===== src/rtl/dls_pkg.sv =====
// Package: shared state encoding and constants for the data lane burst sequencer.
// Assumes: a byte clock, with bytes serialized LSB first downstream.
package dls_pkg;

    localparam int BYTE_W = 8;
    localparam logic [BYTE_W-1:0] SYNC_BYTE = 8'hB8;

    typedef enum logic [2:0] {
        ST_IDLE,
        ST_REQ,
        ST_PREP,
        ST_ZERO,
        ST_SYNC,
        ST_PAYLD,
        ST_TRAIL,
        ST_EXIT
    } dls_state_e;

endpackage


===== src/rtl/dls_dur.sv =====
// Module: converts one programmed time term into a cycle count.
// It adds a fixed per-bit term and clamps the result to a lower bound.
// Assumes: ADD and MIN are small non-negative integers; the result is one bit
// wider than the input, so the sum never wraps.
module dls_dur #(
    parameter int W   = 8,
    parameter int ADD = 0,
    parameter int MIN = 1
) (
    input  logic [W-1:0] cfg,
    output logic [W:0]   dur
);

    localparam logic [W:0] ADD_V = (W+1)'(ADD);
    localparam logic [W:0] MIN_V = (W+1)'(MIN);

    logic [W:0] sum;

    // Sum of the time term and the per-bit term, then the lower clamp.
    always_comb begin
        sum = {1'b0, cfg} + ADD_V;
        dur = (sum < MIN_V) ? MIN_V : sum;
    end

endmodule


===== src/rtl/dls_timer.sv =====
// Module: loadable down-counter that times one phase of the burst.
// After a load of value D, done is high in the D-th cycle of the phase.
// Assumes: load_val is at least 1.
module dls_timer #(
    parameter int W = 8
) (
    input  logic       clk,
    input  logic       rst_n,
    input  logic       load,
    input  logic [W:0] load_val,
    output logic       done
);

    logic [W:0] cnt_q;

    // Load the remaining count on a phase change, otherwise count toward zero.
    always_ff @(posedge clk) begin
        if (!rst_n)
            cnt_q <= '0;
        else if (load)
            cnt_q <= load_val - 1'b1;
        else if (cnt_q != '0)
            cnt_q <= cnt_q - 1'b1;
    end

    assign done = (cnt_q == '0);

endmodule


===== src/rtl/dls_fsm.sv =====
// Module: burst phase controller. It walks stop -> request -> prepare -> zero
// -> sync -> payload -> trail -> exit, and loads the phase timer on each
// timed entry.
// Assumes: pl_valid stays high during the payload phase until the last beat.
module dls_fsm
    import dls_pkg::*;
#(
    parameter int W = 8
) (
    input  logic       clk,
    input  logic       rst_n,
    input  logic       clk_lane_rdy,
    input  logic       burst_req,
    input  logic       pl_valid,
    input  logic       pl_last,
    input  logic       tmr_done,
    input  logic [W:0] d_req,
    input  logic [W:0] d_prep,
    input  logic [W:0] d_zero,
    input  logic [W:0] d_trail,
    input  logic [W:0] d_exit,
    output logic       tmr_load,
    output logic [W:0] tmr_val,
    output dls_state_e state
);

    dls_state_e state_d;

    // Next phase and the timer load that goes with it.
    always_comb begin
        state_d  = state;
        tmr_load = 1'b0;
        tmr_val  = d_req;
        unique case (state)
            ST_IDLE: if (clk_lane_rdy && burst_req) begin
                state_d  = ST_REQ;
                tmr_load = 1'b1;
                tmr_val  = d_req;
            end
            ST_REQ: if (tmr_done) begin
                state_d  = ST_PREP;
                tmr_load = 1'b1;
                tmr_val  = d_prep;
            end
            ST_PREP: if (tmr_done) begin
                state_d  = ST_ZERO;
                tmr_load = 1'b1;
                tmr_val  = d_zero;
            end
            ST_ZERO:  if (tmr_done) state_d = ST_SYNC;
            ST_SYNC:  state_d = ST_PAYLD;
            ST_PAYLD: if (pl_valid && pl_last) begin
                state_d  = ST_TRAIL;
                tmr_load = 1'b1;
                tmr_val  = d_trail;
            end
            ST_TRAIL: if (tmr_done) begin
                state_d  = ST_EXIT;
                tmr_load = 1'b1;
                tmr_val  = d_exit;
            end
            ST_EXIT:  if (tmr_done) state_d = ST_IDLE;
            default:  state_d = ST_IDLE;
        endcase
    end

    // Phase register.
    always_ff @(posedge clk) begin
        if (!rst_n)
            state <= ST_IDLE;
        else
            state <= state_d;
    end

endmodule


===== src/rtl/dlane_burst_seq.sv =====
// Module: top of the data lane burst sequencer. It turns the programmed time
// terms into cycle counts, adding the unit-interval parts, and runs the phase
// controller. It decodes the line levels and the byte for the serializer.
// Assumes: one byte clock spans UI_PER_BYTE unit intervals; configuration is
// stable while a phase length is loaded.
module dlane_burst_seq
    import dls_pkg::*;
#(
    parameter int CNT_W       = 8,
    parameter int UI_PER_BYTE = 8
) (
    input  logic              clk,
    input  logic              rst_n,
    input  logic              clk_lane_rdy,
    input  logic              burst_req,
    input  logic [CNT_W-1:0]  cfg_lpx,
    input  logic [CNT_W-1:0]  cfg_prep,
    input  logic [CNT_W-1:0]  cfg_zero,
    input  logic [CNT_W-1:0]  cfg_trail,
    input  logic [CNT_W-1:0]  cfg_exit,
    input  logic              pl_valid,
    input  logic [BYTE_W-1:0] pl_data,
    input  logic              pl_last,
    output logic              pl_ready,
    output logic              lp_p,
    output logic              lp_n,
    output logic              hs_en,
    output logic [BYTE_W-1:0] hs_byte
);

    // Per-bit terms in whole byte-clock cycles, rounded up.
    localparam int PREP_ADD  = (4 + UI_PER_BYTE - 1) / UI_PER_BYTE;
    localparam int PZ_ADD    = (10 + UI_PER_BYTE - 1) / UI_PER_BYTE;
    localparam int ZERO_ADD  = PZ_ADD - PREP_ADD;
    localparam int TRAIL_ADD = (4 + UI_PER_BYTE - 1) / UI_PER_BYTE;
    localparam int TRAIL_MIN = (8 + UI_PER_BYTE - 1) / UI_PER_BYTE;

    logic [CNT_W:0] d_req, d_prep, d_zero, d_trail, d_exit;
    logic           tmr_load, tmr_done;
    logic [CNT_W:0] tmr_val;
    dls_state_e     state;
    logic           trail_bit;

    dls_dur #(.W(CNT_W), .ADD(0), .MIN(1)) u_dur_req (
        .cfg(cfg_lpx), .dur(d_req));
    dls_dur #(.W(CNT_W), .ADD(PREP_ADD), .MIN(1)) u_dur_prep (
        .cfg(cfg_prep), .dur(d_prep));
    dls_dur #(.W(CNT_W), .ADD(ZERO_ADD), .MIN(1)) u_dur_zero (
        .cfg(cfg_zero), .dur(d_zero));
    dls_dur #(.W(CNT_W), .ADD(TRAIL_ADD), .MIN(TRAIL_MIN)) u_dur_trail (
        .cfg(cfg_trail), .dur(d_trail));
    dls_dur #(.W(CNT_W), .ADD(0), .MIN(1)) u_dur_exit (
        .cfg(cfg_exit), .dur(d_exit));

    dls_timer #(.W(CNT_W)) u_tmr (
        .clk      (clk),
        .rst_n    (rst_n),
        .load     (tmr_load),
        .load_val (tmr_val),
        .done     (tmr_done)
    );

    dls_fsm #(.W(CNT_W)) u_fsm (
        .clk          (clk),
        .rst_n        (rst_n),
        .clk_lane_rdy (clk_lane_rdy),
        .burst_req    (burst_req),
        .pl_valid     (pl_valid),
        .pl_last      (pl_last),
        .tmr_done     (tmr_done),
        .d_req        (d_req),
        .d_prep       (d_prep),
        .d_zero       (d_zero),
        .d_trail      (d_trail),
        .d_exit       (d_exit),
        .tmr_load     (tmr_load),
        .tmr_val      (tmr_val),
        .state        (state)
    );

    // Remember the inverse of the last bit put on the wire (MSB of each beat).
    always_ff @(posedge clk) begin
        if (!rst_n)
            trail_bit <= 1'b0;
        else if (pl_valid && pl_ready)
            trail_bit <= ~pl_data[BYTE_W-1];
    end

    // Line levels, driver enable, ready and the byte for the serializer.
    always_comb begin
        lp_p     = 1'b1;
        lp_n     = 1'b1;
        hs_en    = 1'b0;
        hs_byte  = '0;
        pl_ready = 1'b0;
        unique case (state)
            ST_REQ:   lp_p = 1'b0;
            ST_PREP:  begin lp_p = 1'b0; lp_n = 1'b0; end
            ST_ZERO:  begin lp_p = 1'b0; lp_n = 1'b0; hs_en = 1'b1; end
            ST_SYNC:  begin
                lp_p = 1'b0; lp_n = 1'b0; hs_en = 1'b1;
                hs_byte = SYNC_BYTE;
            end
            ST_PAYLD: begin
                lp_p = 1'b0; lp_n = 1'b0; hs_en = 1'b1;
                hs_byte  = pl_data;
                pl_ready = 1'b1;
            end
            ST_TRAIL: begin
                lp_p = 1'b0; lp_n = 1'b0; hs_en = 1'b1;
                hs_byte = {BYTE_W{trail_bit}};
            end
            default: ;
        endcase
    end

endmodule


===== config.mk =====
export PLATFORM = sky130hd
export DESIGN_NAME = dlane_burst_seq
export DESIGN_NICKNAME = d
export VERILOG_FILES = /design/src/rtl/dls_pkg.sv /design/src/rtl/dls_dur.sv /design/src/rtl/dls_timer.sv /design/src/rtl/dls_fsm.sv /design/src/rtl/dlane_burst_seq.sv
export SDC_FILE = /design/constraint.sdc
export NUM_CORES = 1
export LEC_CHECK = 0
export BUFFER_PORTS_ARGS = -buffer_cell sky130_fd_sc_hd__buf_2
export CORE_UTILIZATION = 30
export DETAILED_ROUTE_END_ITERATION = 10
export PLACE_DENSITY = 0.48
export SLEW_MARGIN = 20
export SYNTH_ARGS = -nofsm -noshare
export SYNTH_HDL_FRONTEND = slang
export SYNTH_SLANG_ARGS = --single-unit

===== constraint.sdc =====
create_clock -name clk -period 6 [get_ports clk]
set_input_delay 0.3 -clock clk [delete_from_list [all_inputs] [get_ports clk]]
set_output_delay 0.3 -clock clk [all_outputs]
set_load 0.005 [all_outputs]

Yosys cells after proc, flatten, opt, wreduce, memory -nomap -nowiden

Index checks and enable logic that the tools add are counted.

Input port bits: 54
Bits in registers: 13
ROM bits: 0
Output and inout bits: 12
Word-level logic and storage cells: 69
Memories kept: 0
Bits in writable memories: 0
Latch bits: 0

$mul: 0
Divide/modulo/power cells: 0
Order comparisons: 5
Shift-type cells: 0
Muxes and demuxes: 29
Bitwise operators: 1
Equal/unequal tests: 14
Reductions and logical operators: 12
Add/sub/neg operators: 5

Operators with widths:

| operator            | number |
|---|---|
| $mux 9              | 8 |
| $pmux 9 s4          | 1 |
| $add 8x1->9 const B | 3 |
| $lt 9x1->1 const B  | 3 |
| $mux 8              | 3 |
| $pmux 3 s8          | 1 |
| $pmux 8 s3          | 1 |
| $mux 3              | 7 |
| $sub 9x1->9 const B | 2 |
| $lt 8x1->1 const B  | 2 |
| $eq 3x3->1 const B  | 4 |
| $ne 2x2->1 const B  | 5 |
| $logic_not 9->1     | 1 |
| $reduce_bool 9->1   | 1 |
| $mux 1              | 7 |
| $reduce_and 7->1    | 1 |
| $eq 3x2->1 const B  | 2 |
| $reduce_or 6->1     | 1 |
| $reduce_or 5->1     | 1 |
| $ne 2x1->1 const B  | 2 |
| $reduce_or 4->1     | 1 |
| $eq 3x1->1 const B  | 1 |
| $logic_and 1x1->1   | 3 |
| $logic_not 3->1     | 1 |
| other kinds (4)     | 4 |

Longest topological paths before layout

Depth in word-level cells: 7
Depth in mapped cells: 14
Depth with buffers taken out: 12

Cells and area by module

Synthesis repeated with hierarchy kept, for this count alone.

Cell total of the unflattened synthesis: 280
Area, all modules: 2147.1 um2

By module, submodules not included:

| module                    | area each (um2) | instances | sequential area each (um2) | cells each |
|---|---|---|---|---|
| dls_fsm                   | 619.3           | 1         | 60.1                       | 74 |
| dls_timer                 | 604.3           | 1         | 180.2                      | 64 |
| dls_dur at u_dur_prep ... | 182.7           | 3         | 0.0                        | 27 |
| dlane_burst_seq           | 250.2           | 1         | 20.0                       | 37 |
| dls_dur at u_dur_exit ... | 62.6            | 2         | 0.0                        | 12 |

Worst setup path after synthesis

No wires, ideal clock.

Path kind: register -> register
Start point: reg u_tmr.cnt_q[8]
End point: reg u_tmr.cnt_q[8]
Setup time: 0.072 ns
Slack: 2.985 ns
Data arrival time: 2.943 ns
Period minus slack after synthesis: 3.015 ns
Cell stages (with the launch flop): 13
Path buffers: 1
Cells stage by stage: dfxtp_1 or4_4 nor4_1 buf_2 a21oi_1 nor4_1 a31oi_1 nor2_1 ha_1 inv_1 a221o_1 nor4_2 mux2i_1

Cells in the longest elaborated chain, start to end: 5
Elaborated cells between the ends (all ways): 13
Classes of those cells: add/sub: 2; mux: 8; reduce/logical: 3

Ends and longest elaborated chain:

| item                                 | line            | RTL |
|---|---|---|
| start: declaration                   | dls_timer.sv:14 | `logic [W:0] cnt_q;` |
| start signal: assignment             | dls_timer.sv:21 | `cnt_q <= load_val - 1'b1;` |
| start signal: assignment             | dls_timer.sv:23 | `cnt_q <= cnt_q - 1'b1;` |
| $logic_not 9->1                      | dls_timer.sv:26 | `assign done = (cnt_q == '0);` |
| $mux 8, or another cell as far along | dls_fsm.sv:57   | `ST_TRAIL: if (tmr_done) begin` |
| $pmux 9 s4                           | dls_fsm.sv:34   | `unique case (state)` |
| $sub 9x1->9                          | dls_timer.sv:21 |  |
| $mux 9                               | dls_timer.sv:20 | `else if (load)` |

Parallel ways exist; a longest one is shown, timed or not. The select of a mux whose other input is x is not followed.
A chain may end at the register's enable or synchronous reset.

Worst setup path after layout

Start point: reg u_fsm.state[0]
End point: reg u_tmr.cnt_q[8]

Cells in the longest elaborated chain, start to end: 4
Elaborated cells between the ends (all ways): 11
Classes of those cells: add/sub: 1; eq/ne: 4; mux: 3; reduce/logical: 3

Ends and longest elaborated chain:

| item                                          | line                           | RTL |
|---|---|---|
| start: declaration                            | dls_fsm.sv:24                  | `output dls_state_e state` |
| start signal: assignment                      | dls_fsm.sv:72                  | `state <= state_d;` |
| $eq 3x3->1, or another cell as far along      | dls_fsm.sv:34                  |  |
| $pmux 9 s4 or $reduce_or 3->1 (tied branches) | n/a                            |  |
| $sub 9x1->9 or $pmux 1 s3 (tied branches)     | dls_timer.sv:21, dls_fsm.sv:34 |  |
| $mux 9 or $reduce_bool 2->1 (tied branches)   | n/a                            |  |

Parallel ways exist; a longest one is shown, timed or not.

==> impl_results.rst <==
.. list-table::
   :header-rows: 1

   * - Metric
     - Value
   * - Flip-flop cell with the highest count after synthesis
     - dfxtp_1
   * - Final max-slew violation count
     - 0
   * - Highest ir drop seen on vdd
     - between 0.00015 and 0.0002 V
   * - Max-cap viol count
     - 0
   * - Final TNS setup
     - 0 ps
   * - Antenna diode count
     - 0
   * - Total of hold buffers inserted after clock tree synthesis
     - 0
   * - Required @ worst endpoint
     - between 6000 and 7000 ps
   * - RSZ-0062 raised after global routing
     - false
   * - First-pass iteration count of the detailed router
     - 5
   * - Sum of routed wire length over all layers
     - approximately 7.5 mm
   * - Top achievable clock speed
     - around 0.27 GHz
   * - TritonCTS Buffers
     - 3
   * - Number of nets still failing antenna checks after routing
     - 0
   * - Netlist Area Pre-Place
     - ~2100 um^2
   * - Count of endpoints failing hold in the final timing report
     - 0
   * - Post-Synthesis Cells
     - approximately 330
   * - Worst Setup Path Type
     - reg2reg
   * - Width of the chip
     - between 80 and 90 um
   * - I/O pin total
     - 66
   * - Critical Path Fanout Max
     - 24
   * - Via-to-Cell Ratio
     - between 5 and 6
   * - Final #Nets
     - ~430
   * - Avg Cell Area, Syn
     - between 6 and 7 um^2
   * - Num rows
     - 30
   * - Total track usage
     - 20.49%
   * - Proportion of register bits with asynchronous set or reset after synthesis
     - 0%
   * - Minimum clock period
     - roughly 3700 ps
   * - DP Wirelength
     - 6.028 mm
   * - Effective utilization at floorplan
     - a little under a third
   * - Leakage power summed over all cells
     - roughly 1.0 nW
   * - Worst setup slack before clock tree synthesis
     - approximately 2500 ps
   * - Final Setup Violations
     - 0
   * - Sink count of the clock tree
     - 13
   * - Post-Syn Nets
     - 383
   * - Routed length per instance
     - 16.02 um
   * - Min-delay worst type
     - in2reg
   * - Most used cells in the layout excluding fill and tap cells
     - buf_2 (65), nor2_1 (35), nand2_1 (33), a21oi_1 (31), o21ai_0 (15)
   * - Post-synthesis register bit count
     - 13
   * - Placement Cell Area
     - roughly 2500 um^2
   * - Element type at the critical path start
     - flip-flop
   * - Total grt overflow
     - 0
   * - Count of cells resized by post-cts repair
     - 0
   * - Simple-gate share of the synthesized area
     - around a third
   * - Area of the die
     - between 7000 and 8000 um^2
   * - Sequential area share after synthesis
     - roughly an eighth
   * - Setup skew after layout
     - around 3.3 ps
   * - Clock tree root buffer cell
     - clkbuf_8
   * - Cells after DPL
     - around 470
   * - Worst slew margin
     - 44.15%
   * - First-pass GRT wire length
     - approximately 12 mm
   * - CP Data Arrival Time
     - roughly 3800 ps
   * - Final Cycle Share
     - slightly above 60%
   * - Post-route insts no fill
     - 470
   * - Dominant combinational cell family by area after synthesis
     - simple AND/OR/NAND/NOR gates
   * - Maximum root-to-sink buffer count
     - 2
   * - Postcts setup bufs
     - 0
   * - P&R area growth vs syn
     - 19.39%
   * - Cell Pwr Density
     - 291.3 nW/um^2
   * - Final setup margin
     - 2343 ps
   * - Number of buffers added on ports
     - 65
   * - Setup crit end kind
     - flip-flop
   * - Core Box Area
     - 6869 um^2
   * - Share of post-route cells with drive strength above 1
     - 23.26%
   * - Maximum number of pins on one net before global-route repair
     - 25
   * - Clock-pin slew on the worst setup and hold paths
     - around 60 ps
   * - Fraction of the mapped netlist area in compound gates
     - between 30% and 40%
   * - Number of enable flip-flop cells after synthesis
     - 0
   * - Netlist cell types
     - between 60 and 70
   * - Adder-cell area share of the yosys netlist
     - between 2 and 2.5%
   * - Residual DRC
     - 0
   * - Total number of yosys warnings
     - 0
   * - Clock insertion delay at the later pin of the skew report
     - about 240 ps
   * - Non-Filler Cell Area, Final
     - 2565 um^2
   * - Leading cell type in the layout, fill and taps excluded
     - buf_2
   * - Outcome
     - completed
   * - Vias post-DR
     - around 2600
   * - Initial antenna violation count
     - 0
   * - Xor/xnor cell area share of the yosys netlist
     - a little over 8%
   * - Worst-Margin Slew
     - 835.9 ps
   * - First-iteration detailed-routing DRC count
     - between 150 and 200
   * - Number of global-route vias before repair
     - 2381
   * - Portion of netlist area occupied by mux cells
     - a little under 3%
   * - H-tree levels
     - 1
   * - Weighted congestion reported at the end of routability-driven placement
     - 0.9675
   * - Die height
     - between 80 and 90 um
   * - TritonCTS clock tree
     - yes
critical path, stage by stage, from the launching register on:
cell	delay [ps]
dfxtp_1	770
nand3b_1	280
nor2_1	440
nor2_1	130
a2111oi_0	600
a31oi_1	190
nor2_1	140
ha_1	170
inv_1	60
a221o_1	300
nor4_2	300
mux2i_1	210
path summary, 6_finish.rpt:
kind / from / endpoint / slack [ps] / cells after the start
min: pl_data[7] / trail_bit / 290 / 2
min reg2reg: trail_bit / trail_bit / 530 / 2
max reg2reg: u_fsm.state[0] / u_tmr.cnt_q[8] / 2340 / 11
max: u_fsm.state[0] / u_tmr.cnt_q[8] / 2340 / 11
cell families (layout without fill, tap and decap cells):
| kind of cell | Yosys count | after routing |
|---|---|---|
| AO/OA/AOI/OAI | 107 | 107 |
| buffers and inverters | 34 | 83 |
| XOR/XNOR | 20 | 20 |
| flip-flops | 13 | 13 |
| adder cells (fa/ha/maj) | 4 | 4 |
| multiplexers | 6 | 6 |
| AND/OR/NAND/NOR | 141 | 141 |
routing by layer:
layer  wire length [um]  up-vias  GRT usage [%]  share of wire (%)
met5                  0        -              0                  0
met4                248        0          7.424                3.3
met3                469       18          3.143                6.2
met2               3411      101          34.27                 45
met1               3399     1176          26.61                 45
li1                   -     1325              -                  -
per-stage QoR:
stage / util (%) / hold slack, ps / power [mW]
6_report: 37.34 / 285.6 / 0.7472
3_5_place_dp: 36.68 / 515.9 / 0.6571
4_1_cts: 37.34 / 280.2 / 0.7411
5_1_grt: 37.34 / 281.3 / 0.8122
2_1_floorplan: - / 409.5 / 0.5321
3_3_place_gp: 36.68 / 530.3 / 0.6594
area by class of cell:
type	count	area [um^2]
clock buffer	4	45.04
fill	765	4304
inverter	12	45.04
multi-input combinational	278	1754
sequential	13	260.3
tap	96	120.1
timing repair buffer	67	340.3
cells in the mapped netlist, types with 2 or more instances:
cell       number  area share (%)
nand2_1        33             5.8
a21boi_0        2            0.70
o21a_1          3             1.0
a221oi_1        2            0.82
buf_1           3            0.52
o2111ai_1       2            0.82
nand4_1         5             1.5
a22oi_1         2            0.70
nor2_1         35             6.1
nand3_1        13             3.0
a211oi_1       11             3.8
o22ai_1         8             2.3
inv_1          12             2.1
a21oi_1        31             7.2
a31oi_1         3            0.87
nor3_1         11             2.6
and4_1          4             1.6
or2_2           2            0.58
mux2i_1         3             1.4
nand2b_1        3            0.87
dfxtp_1        13              12
nor3b_1         3             1.0
a32o_1          2            0.93
a21o_1          4             1.4
a311oi_1        3             1.2
and3_1          4             1.2
and2_1          2            0.58
nor4_1          7             2.0
mux2_2          3             1.6
nor2b_1         4             1.2
or4_1           2            0.70
ha_1            4             2.3
xnor2_1        12             4.9
a31o_2          2            0.82
clkbuf_1       16             2.8
o2bb2ai_1       3             1.2
xor2_1          8             3.3
o211ai_1        2            0.70
or3_1           5             1.5
o21ai_0        15             3.5
or4_4           2             1.0
report_power, final:
part	switching (mW)	total [mW]	leakage, nW	internal, mW
clock	0.0336	0.0805	0.0228	0.0470
sequential	0.0359	0.151	0.107	0.115
combinational	0.303	0.515	0.904	0.212
state kept, by name, indices dropped and copies added, names as in the netlist:
name         cells
trail_bit        1
u_fsm.state      3
u_tmr.cnt_q      9
Power figures use the tool's default switching activity.
